==> src/rtl/cbt_pkg.sv <==
`timescale 1ns/1ps
package cbt_pkg;
    typedef enum logic [1:0] {
        SEG_SYNC   = 2'd0,
        SEG_PROP   = 2'd1,
        SEG_PHASE1 = 2'd2,
        SEG_PHASE2 = 2'd3
    } seg_e;
endpackage

==> src/rtl/cbt_cfg_latch.sv <==
`timescale 1ns/1ps
module cbt_cfg_latch #(
    parameter int BRP_W  = 6,
    parameter int SEG_W  = 3,
    parameter int SJW_W  = 2,
    parameter int MIN_TQ = 8,
    parameter int MAX_TQ = 25
) (
    input  logic             clk,
    input  logic             rst_n,
    input  logic             enable,
    input  logic [BRP_W-1:0] in_brp,
    input  logic [SEG_W-1:0] in_prop,
    input  logic [SEG_W-1:0] in_ph1,
    input  logic [SEG_W-1:0] in_ph2,
    input  logic [SJW_W-1:0] in_sjw,
    output logic [BRP_W-1:0] q_brp,
    output logic [SEG_W-1:0] q_prop,
    output logic [SEG_W-1:0] q_ph1,
    output logic [SEG_W-1:0] q_ph2,
    output logic [SJW_W-1:0] q_sjw,
    output logic             bad_len
);
    localparam int TOT_W = SEG_W + 3;
    localparam logic [TOT_W-1:0] LO_T = TOT_W'(MIN_TQ);
    localparam logic [TOT_W-1:0] HI_T = TOT_W'(MAX_TQ);

    logic [TOT_W-1:0] total;

    // Shadow copy follows the inputs only while the timing is stopped.
    always_ff @(posedge clk or negedge rst_n) begin
        if (!rst_n) begin
            q_brp  <= '0;
            q_prop <= '0;
            q_ph1  <= '0;
            q_ph2  <= '0;
            q_sjw  <= '0;
        end else if (!enable) begin
            q_brp  <= in_brp;
            q_prop <= in_prop;
            q_ph1  <= in_ph1;
            q_ph2  <= in_ph2;
            q_sjw  <= in_sjw;
        end
    end

    // Four fields each add one quantum: sync (fixed), prop, phase1, phase2.
    always_comb begin
        total   = TOT_W'(q_prop) + TOT_W'(q_ph1) + TOT_W'(q_ph2) + TOT_W'(4);
        bad_len = (total < LO_T) || (total > HI_T);
    end
endmodule

==> src/rtl/cbt_tq_prescaler.sv <==
`timescale 1ns/1ps
module cbt_tq_prescaler #(
    parameter int BRP_W = 6
) (
    input  logic             clk,
    input  logic             rst_n,
    input  logic             run,
    input  logic             restart,
    input  logic [BRP_W-1:0] brp,
    output logic             tq_tick
);
    logic [BRP_W-1:0] div_q;

    always_ff @(posedge clk or negedge rst_n) begin
        if (!rst_n) begin
            div_q <= '0;
        end else if (!run || restart) begin
            div_q <= '0;
        end else if (div_q == brp) begin
            div_q <= '0;
        end else begin
            div_q <= div_q + BRP_W'(1);
        end
    end

    assign tq_tick = run && (div_q == brp);

    AST_TICK_GAP: assert property (@(posedge clk) disable iff (!rst_n)
        (tq_tick && brp != '0) |=> !tq_tick);
endmodule

==> src/rtl/cbt_seg_fsm.sv <==
`timescale 1ns/1ps
module cbt_seg_fsm
    import cbt_pkg::*;
#(
    parameter int SEG_W = 3,
    parameter int SJW_W = 2
) (
    input  logic             clk,
    input  logic             rst_n,
    input  logic             run,
    input  logic             tq_tick,
    input  logic             rx_edge,
    input  logic             bus_idle,
    input  logic [SEG_W-1:0] cfg_prop,
    input  logic [SEG_W-1:0] cfg_ph1,
    input  logic [SEG_W-1:0] cfg_ph2,
    input  logic [SJW_W-1:0] cfg_sjw,
    output seg_e             seg,
    output logic             sample_pt,
    output logic             tx_pt,
    output logic             restart
);
    // One width holds every length, count and phase error (max prop+ph1 = 16).
    localparam int CW = SEG_W + 2;

    seg_e            st_q, st_nx;
    logic [CW-1:0]   q_q;
    logic [CW-1:0]   ext_q, ext_n;
    logic [CW-1:0]   shrt_q, shrt_n;
    logic            done_q;

    logic [CW-1:0]   prop_len, ph1_len, ph2_len, sjw_len;
    logic [CW-1:0]   seg_len, e_late, e_early;
    logic            edge_ok, hard, early_rs, late_side, last;

    // Realignment and segment length
    always_comb begin
        prop_len  = CW'(cfg_prop) + CW'(1);
        ph1_len   = CW'(cfg_ph1)  + CW'(1);
        ph2_len   = CW'(cfg_ph2)  + CW'(1);
        sjw_len   = CW'(cfg_sjw)  + CW'(1);
        late_side = (st_q == SEG_PROP) || (st_q == SEG_PHASE1);
        hard      = run && rx_edge && bus_idle;
        edge_ok   = run && rx_edge && !bus_idle && !done_q && (st_q != SEG_SYNC);
        e_late    = (st_q == SEG_PROP) ? (q_q + CW'(1)) : (prop_len + q_q + CW'(1));
        e_early   = ph2_len - q_q;
        early_rs  = edge_ok && (st_q == SEG_PHASE2) && (e_early <= sjw_len);
        ext_n     = ext_q;
        shrt_n    = shrt_q;
        if (edge_ok && late_side) begin
            ext_n = (e_late < sjw_len) ? e_late : sjw_len;
        end
        if (edge_ok && (st_q == SEG_PHASE2) && !early_rs) begin
            shrt_n = sjw_len;
        end
        unique case (st_q)
            SEG_SYNC:   seg_len = CW'(1);
            SEG_PROP:   seg_len = prop_len;
            SEG_PHASE1: seg_len = ph1_len + ext_n;
            SEG_PHASE2: seg_len = ph2_len - shrt_n;
        endcase
        last    = (q_q == seg_len - CW'(1));
        restart = hard || early_rs;
        unique case (st_q)
            SEG_SYNC:   st_nx = SEG_PROP;
            SEG_PROP:   st_nx = SEG_PHASE1;
            SEG_PHASE1: st_nx = SEG_PHASE2;
            SEG_PHASE2: st_nx = SEG_SYNC;
        endcase
    end

    // State register
    always_ff @(posedge clk or negedge rst_n) begin
        if (!rst_n) begin
            st_q   <= SEG_SYNC;
            q_q    <= '0;
            ext_q  <= '0;
            shrt_q <= '0;
            done_q <= 1'b0;
        end else if (!run || restart) begin
            st_q   <= SEG_SYNC;
            q_q    <= '0;
            ext_q  <= '0;
            shrt_q <= '0;
            done_q <= 1'b0;
        end else begin
            ext_q  <= ext_n;
            shrt_q <= shrt_n;
            if (edge_ok) begin
                done_q <= 1'b1;
            end
            if (tq_tick) begin
                if (last) begin
                    st_q <= st_nx;
                    q_q  <= '0;
                end else begin
                    q_q  <= q_q + CW'(1);
                end
                if (st_q == SEG_SYNC) begin
                    ext_q  <= '0;
                    shrt_q <= '0;
                    done_q <= 1'b0;
                end
            end
        end
    end

    // Outputs
    always_comb begin
        seg       = st_q;
        tx_pt     = tq_tick && (st_q == SEG_SYNC);
        sample_pt = tq_tick && (st_q == SEG_PHASE1) && last;
    end

    AST_SEG_ORDER: assert property (@(posedge clk) disable iff (!rst_n)
        (st_q != $past(st_q) && st_q != SEG_SYNC) |-> (2'(st_q) == 2'($past(st_q)) + 2'd1));
    AST_SAMPLE_TO_PH2: assert property (@(posedge clk) disable iff (!rst_n)
        (sample_pt && !(rx_edge && bus_idle)) |=> (st_q == SEG_PHASE2));
    AST_HARD_SYNC: assert property (@(posedge clk) disable iff (!rst_n)
        (run && rx_edge && bus_idle) |=> (st_q == SEG_SYNC && q_q == '0));
    AST_EXT_LIMIT: assert property (@(posedge clk) disable iff (!rst_n)
        ext_q <= sjw_len);
    AST_SHRT_LIMIT: assert property (@(posedge clk) disable iff (!rst_n)
        (shrt_q <= sjw_len) && (shrt_q < ph2_len || shrt_q == '0));
    AST_ONE_RESYNC: assert property (@(posedge clk) disable iff (!rst_n)
        (run && done_q && !(tq_tick && st_q == SEG_SYNC) && !(rx_edge && bus_idle))
        |=> ($stable(ext_q) && $stable(shrt_q)));
endmodule

==> src/rtl/can_bit_timer.sv <==
`timescale 1ns/1ps
module can_bit_timer
    import cbt_pkg::*;
#(
    parameter int BRP_W  = 6,
    parameter int SEG_W  = 3,
    parameter int SJW_W  = 2,
    parameter int MIN_TQ = 8,
    parameter int MAX_TQ = 25
) (
    input  logic             clk,
    input  logic             rst_n,
    input  logic             enable,
    input  logic [BRP_W-1:0] cfg_brp,
    input  logic [SEG_W-1:0] cfg_prop,
    input  logic [SEG_W-1:0] cfg_ph1,
    input  logic [SEG_W-1:0] cfg_ph2,
    input  logic [SJW_W-1:0] cfg_sjw,
    input  logic             bus_idle,
    input  logic             rx_edge,
    output logic             tq_tick,
    output logic             sample_pt,
    output logic             tx_pt,
    output logic [1:0]       seg,
    output logic             cfg_err
);
    logic [BRP_W-1:0] l_brp;
    logic [SEG_W-1:0] l_prop, l_ph1, l_ph2;
    logic [SJW_W-1:0] l_sjw;
    logic             run, restart;
    seg_e             seg_s;

    cbt_cfg_latch #(
        .BRP_W(BRP_W), .SEG_W(SEG_W), .SJW_W(SJW_W),
        .MIN_TQ(MIN_TQ), .MAX_TQ(MAX_TQ)
    ) u_cfg (
        .clk(clk), .rst_n(rst_n), .enable(enable),
        .in_brp(cfg_brp), .in_prop(cfg_prop), .in_ph1(cfg_ph1),
        .in_ph2(cfg_ph2), .in_sjw(cfg_sjw),
        .q_brp(l_brp), .q_prop(l_prop), .q_ph1(l_ph1),
        .q_ph2(l_ph2), .q_sjw(l_sjw), .bad_len(cfg_err)
    );

    assign run = enable && !cfg_err;

    cbt_tq_prescaler #(.BRP_W(BRP_W)) u_pre (
        .clk(clk), .rst_n(rst_n), .run(run), .restart(restart),
        .brp(l_brp), .tq_tick(tq_tick)
    );

    cbt_seg_fsm #(.SEG_W(SEG_W), .SJW_W(SJW_W)) u_fsm (
        .clk(clk), .rst_n(rst_n), .run(run), .tq_tick(tq_tick),
        .rx_edge(rx_edge), .bus_idle(bus_idle),
        .cfg_prop(l_prop), .cfg_ph1(l_ph1), .cfg_ph2(l_ph2), .cfg_sjw(l_sjw),
        .seg(seg_s), .sample_pt(sample_pt), .tx_pt(tx_pt), .restart(restart)
    );

    assign seg = seg_s;

    AST_ERR_IDLE: assert property (@(posedge clk) disable iff (!rst_n)
        cfg_err |-> (!tq_tick && !sample_pt && !tx_pt && seg == 2'd0));
    AST_TX_ONCE: assert property (@(posedge clk) disable iff (!rst_n)
        (tx_pt && !(rx_edge && bus_idle)) |=> !tx_pt || (seg == 2'd0 && $past(cfg_brp) == cfg_brp && !enable));
endmodule

==> config.mk <==
export PLATFORM = sky130hd
export DESIGN_NAME = can_bit_timer
export DESIGN_NICKNAME = d
export VERILOG_FILES = /design/src/rtl/cbt_pkg.sv /design/src/rtl/cbt_cfg_latch.sv /design/src/rtl/cbt_tq_prescaler.sv /design/src/rtl/cbt_seg_fsm.sv /design/src/rtl/can_bit_timer.sv
export SDC_FILE = /design/constraint.sdc
export NUM_CORES = 1
export LEC_CHECK = 0
export ABC_AREA = 0
export CAP_MARGIN = 40
export CORE_ASPECT_RATIO = 1.4
export CORE_MARGIN = 2
export CORE_UTILIZATION = 35
export CTS_CLUSTER_DIAMETER = 80
export DETAILED_ROUTE_END_ITERATION = 7
export RECOVER_POWER = 50
export SETUP_SLACK_MARGIN = 0.02
export SLEW_MARGIN = 20
export SYNTH_ARGS = -nofsm -noshare
export SYNTH_HDL_FRONTEND = slang
export SYNTH_HIERARCHICAL = 1
export SYNTH_SLANG_ARGS = --single-unit
export TNS_END_PERCENT = 10
==> constraint.sdc <==
create_clock -name clk -period 10.68 [get_ports clk]
set_input_delay 2.136 -clock clk [delete_from_list [all_inputs] [get_ports clk]]
set_output_delay 2.136 -clock clk [all_outputs]
set_load 0.05 [all_outputs]
==> results of run 1 <==
-- stage by stage --
stage	hold WS, ps	utilization, %
final	508	40.8
after global routing	535	40.8
after CTS	514	41.1
after detailed placement	501	39.6
after global placement	505	39.4
after floorplan	477	-
-- where the power goes --
part           total (mW)  switching, mW  internal, mW
combinational       0.171          0.100        0.0708
sequential          0.178         0.0128         0.165
clock               0.145         0.0579        0.0869
total               0.493          0.171         0.323
-- sequential cells by signal (all words and copies together) (netlist names) --
register	count
u_fsm/done_q	1
u_cfg/q_brp	6
u_cfg/q_sjw	2
u_cfg/q_ph2	3
u_fsm/q_q	5
u_cfg/q_prop	3
u_fsm/seg	2
u_cfg/q_ph1	3
u_fsm/shrt_q	5
u_pre/div_q	6
u_fsm/ext_q	5
-- cells by family (layout without fill, tap and decap cells) --
| family | count (synthesis) | after routing | share of synthesized area, % |
|---|---|---|---|
| AND/OR/NAND/NOR | 97 | 97 | 16.8 |
| AO/OA/AOI/OAI | 60 | 60 | 12.9 |
| adder cells (fa/ha/maj) | 41 | 41 | 17.2 |
| flip-flops | 41 | 41 | 30.8 |
| buffers and inverters | 41 | 70 | 5.55 |
| XOR/XNOR | 28 | 28 | 7.76 |
| multiplexers | 24 | 24 | 9.04 |
-- cells in the final DEF, fill, tap and decap left out, types with 3 or more instances in the layout --
| master | n |
|---|---|
| sky130_fd_sc_hd__xnor2_1 | 12 |
| sky130_fd_sc_hd__mux2_2 | 9 |
| sky130_fd_sc_hd__fa_1 | 8 |
| sky130_fd_sc_hd__nor3_1 | 6 |
| sky130_fd_sc_hd__nand4_1 | 3 |
| sky130_fd_sc_hd__nand2_1 | 18 |
| sky130_fd_sc_hd__nand3_1 | 12 |
| sky130_fd_sc_hd__mux2i_1 | 5 |
| sky130_fd_sc_hd__xor2_1 | 15 |
| sky130_fd_sc_hd__mux2_4 | 8 |
| sky130_fd_sc_hd__clkdlybuf4s50_1 | 26 |
| sky130_fd_sc_hd__a211oi_1 | 4 |
| sky130_fd_sc_hd__dfrtp_1 | 41 |
| sky130_fd_sc_hd__ha_1 | 33 |
| sky130_fd_sc_hd__inv_1 | 33 |
| sky130_fd_sc_hd__o21ai_0 | 11 |
| sky130_fd_sc_hd__and2_1 | 3 |
| sky130_fd_sc_hd__nand2b_1 | 4 |
| sky130_fd_sc_hd__and3_1 | 8 |
| sky130_fd_sc_hd__nor2b_1 | 8 |
| sky130_fd_sc_hd__o21ai_1 | 3 |
| sky130_fd_sc_hd__clkbuf_16 | 5 |
| sky130_fd_sc_hd__a21oi_1 | 12 |
| sky130_fd_sc_hd__nor2_1 | 20 |
| sky130_fd_sc_hd__clkbuf_1 | 5 |
-- layer usage --
| layer | GRT usage, % | vias to the layer above | routed length, um |
|---|---|---|---|
| met4 | 6.64 | 0 | 206 |
| met2 | 30.3 | 47 | 4270 |
| met5 | 0 | - | 0 |
| met3 | 1.51 | 12 | 152 |
| met1 | 17.2 | 1230 | 3030 |
| li1 | - | 1225 | - |
-- area by class of cell --
type	instances	area, um^2	share of cell area (%)
Multi-Input combinational cell	250	2120	55.5
Sequential cell	41	1030	26.9
Timing Repair Buffer	29	275	7.21
Tap cell	110	138	3.61
Clock buffer	8	136	3.57
Inverter	33	124	3.25
-- worst paths after layout --
path | to | cells past startpoint
setup / recovery | sample_pt | 21
hold / removal | u_fsm/shrt_q[4] | 1
setup reg to reg | u_fsm/seg[0] | 26
hold reg to reg | u_fsm/shrt_q[4] | 1
max in group asynchronous | u_fsm/q_q[0] | 2
min in group asynchronous | u_fsm/ext_q[2] | 1
==> impl_results.rst, run 1 <==
.. list-table::
   :header-rows: 1

   * - Metric
     - Value
   * - Outcome
     - finished, violations left
   * - Violations in the final reports
     - max-capacitance violations, max-slew violations
   * - Kind of end point of the critical path
     - primary output
   * - Placed Cells
     - 463
   * - Count of synthesis-stage warnings from yosys
     - 6
   * - Unique masters post-synth
     - around 60
   * - Cell area power density
     - 129 mW/mm^2
   * - Post-route cell area
     - ~0.0038 mm^2
   * - Ranking of synthesized cells by area
     - sky130_fd_sc_hd__dfrtp_1 31%, sky130_fd_sc_hd__ha_1 12%, sky130_fd_sc_hd__fa_1 4.8%, sky130_fd_sc_hd__mux2_4 4.5%, sky130_fd_sc_hd__xor2_1 3.9%
   * - Reg2reg start
     - u_cfg/q_prop[1]
   * - Share of the clock period used by the worst path
     - 92.4%
   * - Most instantiated flip-flop cell in the synthesis netlist
     - sky130_fd_sc_hd__dfrtp_1
   * - Highest Clock Rate
     - 101 MHz
   * - Clock sink count
     - 41
   * - CP Data Required Time
     - 8540 ps
   * - Launch point of the worst hold path
     - u_fsm/shrt_q[4]
   * - Proportion of synthesized chip area in sequential cells
     - 30.8%
   * - Setup repair after global routing missed its margin
     - no
   * - Overall Power
     - 0.493 mW
   * - Final critical-path setup slack
     - 808 ps
   * - Global-route total usage across every layer
     - between 10% and 20%
   * - Number of global-route vias before repair
     - ~2600
   * - Total placed instance area
     - 0.00370 mm^2
   * - Synthesized net count
     - between 300 and 400
   * - Ant diodes
     - 0
   * - First-pass GRT wire length
     - 12.7 mm
   * - Most common cell in the synthesized netlist
     - sky130_fd_sc_hd__dfrtp_1
   * - Setup violations, final
     - 0
   * - Mapped Cells
     - 332
   * - Number of fill cells in the layout
     - 923
   * - Clock latency on the worst-skew pair
     - 280 ps
   * - Final net count
     - 423
   * - CP Max Fanout
     - 18
   * - Area share of the largest cell type after synthesis
     - a little under a third
   * - Flop and latch count out of synthesis
     - 41
   * - Largest area contributor in the synthesized netlist
     - sky130_fd_sc_hd__dfrtp_1
   * - Max_slew headroom
     - -0.916%
   * - Crit-path max cell delay
     - 790 ps
   * - Period minus WS final
     - 9870 ps
   * - Number of H-tree branching levels
     - 2
   * - Via count
     - between 2000 and 3000
   * - Count of buffer and inverter cells on the critical path
     - 4
   * - DR WL/cell
     - 16.3 um
   * - Total clock buffers created by CTS
     - 5
   * - Post-placement worst setup slack
     - 860 ps
   * - Crit-path cells
     - clkdlybuf4s50_1 > buf_4 > nor2b_4 > nand2_1 > nor4_4 > o211ai_1 > nand2_1 > o21ai_0 > ha_1 > fa_1 > inv_1 > a222oi_1 > or2_2 > ha_1 > xnor2_1 > xnor2_1 > nor3_1 > nand4_1 > nor2_1 > and2_1 > clkdlybuf4s50_1
   * - Hold-fix buffer count after cts
     - 0
   * - Setup slack on the worst flop-to-flop path
     - between 3000 and 4000 ps
   * - DRC violation total after the first TritonRoute iteration
     - 88
   * - Via/cell ratio
     - roughly 5.3
   * - Arr. time, crit path
     - 7740 ps
   * - Number of buffers between clock root and the deepest sink
     - 2
   * - Final hold viol count
     - 0
   * - Final estimated routing congestion in global placement
     - 0.824
   * - HPWL Detailed
     - roughly 6 mm
   * - Slowest cell on the critical path
     - sky130_fd_sc_hd__clkdlybuf4s50_1
   * - Clock transition at path regs
     - 60 ps
   * - Die Area
     - 0.0103 mm^2
   * - EDFF count, synth
     - 0
   * - Signed area change from the synthesized netlist to the final layout
     - 14.4%
   * - Critical path startpoint category
     - input pin
   * - WL final
     - 7.66 mm
   * - Post-Syn Area
     - 0.00334 mm^2
   * - Maximum number of pins on one net before global-route repair
     - 29
   * - Max Cap Violations
     - 1
   * - Setup fix buffers added after clock tree synthesis
     - 0
   * - TritonCTS clock tree
     - yes
   * - Number of antenna violations at the first check in global routing
     - 0
   * - Setup clock skew after layout
     - 3.98 ps
   * - Worst IR Drop VDD
     - 0.132 mV
   * - Core area
     - 0.00935 mm^2
   * - Final max-slew violation count
     - 29
   * - Worst Setup SP
     - enable
   * - Post-cts repair resize count
     - 0
   * - Number of placement rows
     - 42
   * - DRC violations left
     - 0
   * - Die span in x
     - around 87 um
   * - Pre-antenna DRT Iters
     - 6
   * - Total leakage power
     - 1.72 nW
   * - Count of port buffers added during placement
     - 27
   * - Overall die height
     - 120 um
   * - Number of standard cells in the final layout excluding fillers
     - between 400 and 500
   * - Async set-reset flop share out of synthesis
     - between 90% and 100%
   * - Initial core utilization
     - 35.7%
   * - Summed negative setup slack over all endpoints
     - 0 ps
   * - Overflow left after global routing
     - 0
   * - Cell at the root of the clock tree
     - sky130_fd_sc_hd__clkbuf_16
   * - Cell family with most CP delay
     - simple AND/OR/NAND/NOR gates
   * - Slew at the pin closest to its max-slew limit
     - 1510 ps
   * - Mean post-synth cell area
     - 10.0 um^2
   * - Antenna Nets Post-Route
     - 0
   * - Ports
     - 28
   * - Fraction of layout instances using a drive strength above 1
     - 10.5%
   * - Leading post-synthesis cells by instance count
     - 41 x sky130_fd_sc_hd__dfrtp_1, 33 x sky130_fd_sc_hd__ha_1, 33 x sky130_fd_sc_hd__inv_1, 20 x sky130_fd_sc_hd__nor2_1, 18 x sky130_fd_sc_hd__nand2_1
   * - Kind of critical path
     - in -> out
   * - Worst min-delay path category
     - reg -> reg
Power figures use the tool's default switching activity.
==> inputs of run 2 (changes only) <==
- GPL_ROUTABILITY_DRIVEN: not set -> 0
==> results of run 2 <==
Final layout, timing and power as in run 1 (identical DEF).
==> inputs of run 3 (changes only) <==
- CAP_MARGIN: 40 -> not set
- CTS_BUF_LIST: not set -> sky130_fd_sc_hd__clkbuf_8
- MAX_ROUTING_LAYER: not set -> met4
==> run 3 against run 2 <==
Against the previous run: the run still ends with max-capacitance violations, max-slew violations left; largest power group unchanged; worst hold slack better by 11 ps; clock skew about the same; die area did not move; final cell count down 0.21%; flip-flop and latch count is the same; non-clock buffer count decreased by 1; via count fell by 0.64%; worst setup slack lost 11 ps; sequential power hardly changed; first-iteration DRC count increased by 58%.
==> impl_results.rst, run 3 (synthesis gave the netlist of run 1 again) <==
.. list-table::
   :header-rows: 1

   * - Metric
     - Value
   * - Outcome
     - finished, violations left
   * - Violations in the final reports
     - max-capacitance violations, max-slew violations
   * - Period minus WS final
     - 9880 ps
   * - Register Area
     - 0.00103 mm^2
   * - Ant diodes
     - 0
   * - Highest Clock Rate
     - slightly above 100 MHz
   * - Final-layout worst hold slack
     - between 500 and 600 ps
   * - Pre-antenna DRT Iters
     - 4
   * - Kind of end point of the critical path
     - primary output
   * - Number of placement rows
     - 42
   * - Setup repair after global routing missed its margin
     - no
   * - Arr. time, crit path
     - between 7000 and 8000 ps
   * - Cell depth of the worst hold path
     - 1
   * - Overall Power
     - 0.463 mW
   * - Number of fill cells in the layout
     - around 940
   * - Overall die height
     - 120 um
   * - Final max-slew violation count
     - between 40 and 50
   * - Total clock buffers created by CTS
     - 5
   * - Via count
     - ~2500
   * - Clock latency on the worst-skew pair
     - 300 ps
   * - Combined area of the multi-input logic cells
     - approximately 0.0021 mm^2
   * - TritonCTS clock tree
     - yes
   * - DRC violation total after the first TritonRoute iteration
     - 139
   * - CP Max Fanout
     - 18
   * - Maximum number of pins on one net before global-route repair
     - 42
   * - Commonest non-fill, non-tap cells in the layout
     - 41 x sky130_fd_sc_hd__dfrtp_1, 33 x sky130_fd_sc_hd__inv_1, 33 x sky130_fd_sc_hd__ha_1
   * - Ports
     - 28
   * - Regs by FF count
     - u_cfg/q_brp: 6 flops, u_pre/div_q: 6 flops
   * - Number of cells on the worst reg-to-reg path
     - 26
   * - Launch point of the worst hold path
     - u_fsm/shrt_q[4]
   * - Max_slew headroom
     - -50.1%
   * - Final critical-path setup slack
     - ~800 ps
   * - Setup clock skew after layout
     - 3.87 ps
   * - Most common cell after layout, fill and taps aside
     - sky130_fd_sc_hd__dfrtp_1
   * - Worst Setup SP
     - enable
   * - Initial core utilization
     - 35.7%
   * - Number of buffers between clock root and the deepest sink
     - 2
   * - Share of the clock period used by the worst path
     - 92.5%
   * - Signed area change from the synthesized netlist to the final layout
     - 13.2%
   * - Die Area
     - 0.0103 mm^2
   * - DR WL/cell
     - approximately 16 um
   * - Global-route total usage across every layer
     - 16.0%
   * - Critical path startpoint category
     - input pin
   * - First-pass GRT wire length
     - roughly 12 mm
   * - Clock sink count
     - 41
   * - Setup violations, final
     - 0
   * - Number of antenna violations at the first check in global routing
     - 0
   * - Die span in x
     - ~87 um
   * - Antenna Nets Post-Route
     - 0
   * - Clock transition at path regs
     - 80 ps
   * - DRC violations left
     - 0
   * - Hold-fix buffer count after cts
     - 0
   * - Fraction of layout instances using a drive strength above 1
     - 11.4%
   * - Count of port buffers added during placement
     - 27
   * - Placed Cells
     - 462
   * - Core area
     - 0.00935 mm^2
   * - CP Data Required Time
     - roughly 8500 ps
   * - Slew at the pin closest to its max-slew limit
     - roughly 2300 ps
   * - Setup fix buffers added after clock tree synthesis
     - 0
   * - Number of global-route vias before repair
     - around 2600
   * - Post-placement worst setup slack
     - ~860 ps
   * - Cell area power density
     - 122 mW/mm^2
   * - Via/cell ratio
     - 5.31
   * - Worst IR Drop VDD
     - 0.120 mV
   * - Final net count
     - 422
   * - Number of standard cells in the final layout excluding fillers
     - 470
   * - Number of H-tree branching levels
     - 2
   * - Overflow left after global routing
     - 0
   * - Reg2reg start
     - u_cfg/q_prop[1]
   * - Max Cap Violations
     - 1
   * - Final hold viol count
     - 0
   * - Worst min-delay path category
     - reg -> reg
   * - Setup slack on the worst flop-to-flop path
     - approximately 3900 ps
   * - Cell at the root of the clock tree
     - sky130_fd_sc_hd__clkbuf_8
   * - WL final
     - 7.65 mm
   * - HPWL Detailed
     - 6.05 mm
   * - Kind of critical path
     - in -> out
   * - Summed negative setup slack over all endpoints
     - 0 ps
   * - Total leakage power
     - 1.71 nW
   * - Post-cts repair resize count
     - 0
## run 3: cell types whose count changed in the layout (fill, tap and decap cells not counted), sizes merged
cell	delta
clkbuf	-2
clkinv	+1
## run 3: layer usage
layer	track usage [%]	vias to the layer above	wire (um)
met5	-	-	0
met4	7.32	0	229
met3	1.58	13	182
met2	28.7	46	4160
met1	17.4	1219	3080
li1	-	1220	-
## run 3: cell type report
cell class	instances	share of cell area (%)
repair buffers	28	7.19
inverters	33	3.28
clock buffers	7	2.55
multi-input cells	250	56.0
flip-flops and latches	41	27.2
clock inverters	1	0.132
well taps	110	3.64
## run 3: critical path, stage by stage
cell and delay [ps]:
sky130_fd_sc_hd__clkdlybuf4s50_1 450, sky130_fd_sc_hd__buf_4 280, sky130_fd_sc_hd__nor2b_4 280, sky130_fd_sc_hd__nand2_1 170, sky130_fd_sc_hd__nor4_4 310, sky130_fd_sc_hd__o211ai_1 340, sky130_fd_sc_hd__nand2_1 150, sky130_fd_sc_hd__o21ai_0 120
sky130_fd_sc_hd__ha_1 250, sky130_fd_sc_hd__fa_1 500, sky130_fd_sc_hd__inv_1 50, sky130_fd_sc_hd__a222oi_1 340, sky130_fd_sc_hd__or2_2 180, sky130_fd_sc_hd__ha_1 170, sky130_fd_sc_hd__xnor2_1 150, sky130_fd_sc_hd__xnor2_1 110
sky130_fd_sc_hd__nor3_1 290, sky130_fd_sc_hd__nand4_1 150, sky130_fd_sc_hd__nor2_1 340, sky130_fd_sc_hd__and2_1 180, sky130_fd_sc_hd__clkdlybuf4s50_1 790
## run 3: worst paths after layout
kind                                    to
setup / recovery                 sample_pt
hold / removal             u_fsm/shrt_q[4]
setup reg to reg              u_fsm/seg[0]
hold reg to reg            u_fsm/shrt_q[4]
max in group asynchronous   u_pre/div_q[3]
min in group asynchronous  u_cfg/q_prop[1]
## run 3: where the power goes
part           internal, mW  switching (mW)  leakage, nW  total, mW
Clock                0.0585          0.0569       0.0542      0.115
Sequential            0.164          0.0127        0.533      0.177
Combinational        0.0708          0.0994         1.12      0.170
## run 3: metrics by stage
| step | instance area, um^2 | utilization, % |
|---|---|---|
| finish | 3780 | 40.4 |
| global route | 3780 | 40.4 |
| CTS | 3790 | 40.5 |
| detailed placement | 3680 | 39.4 |
| global placement | 3680 | 39.4 |
| floorplan | 3340 | - |
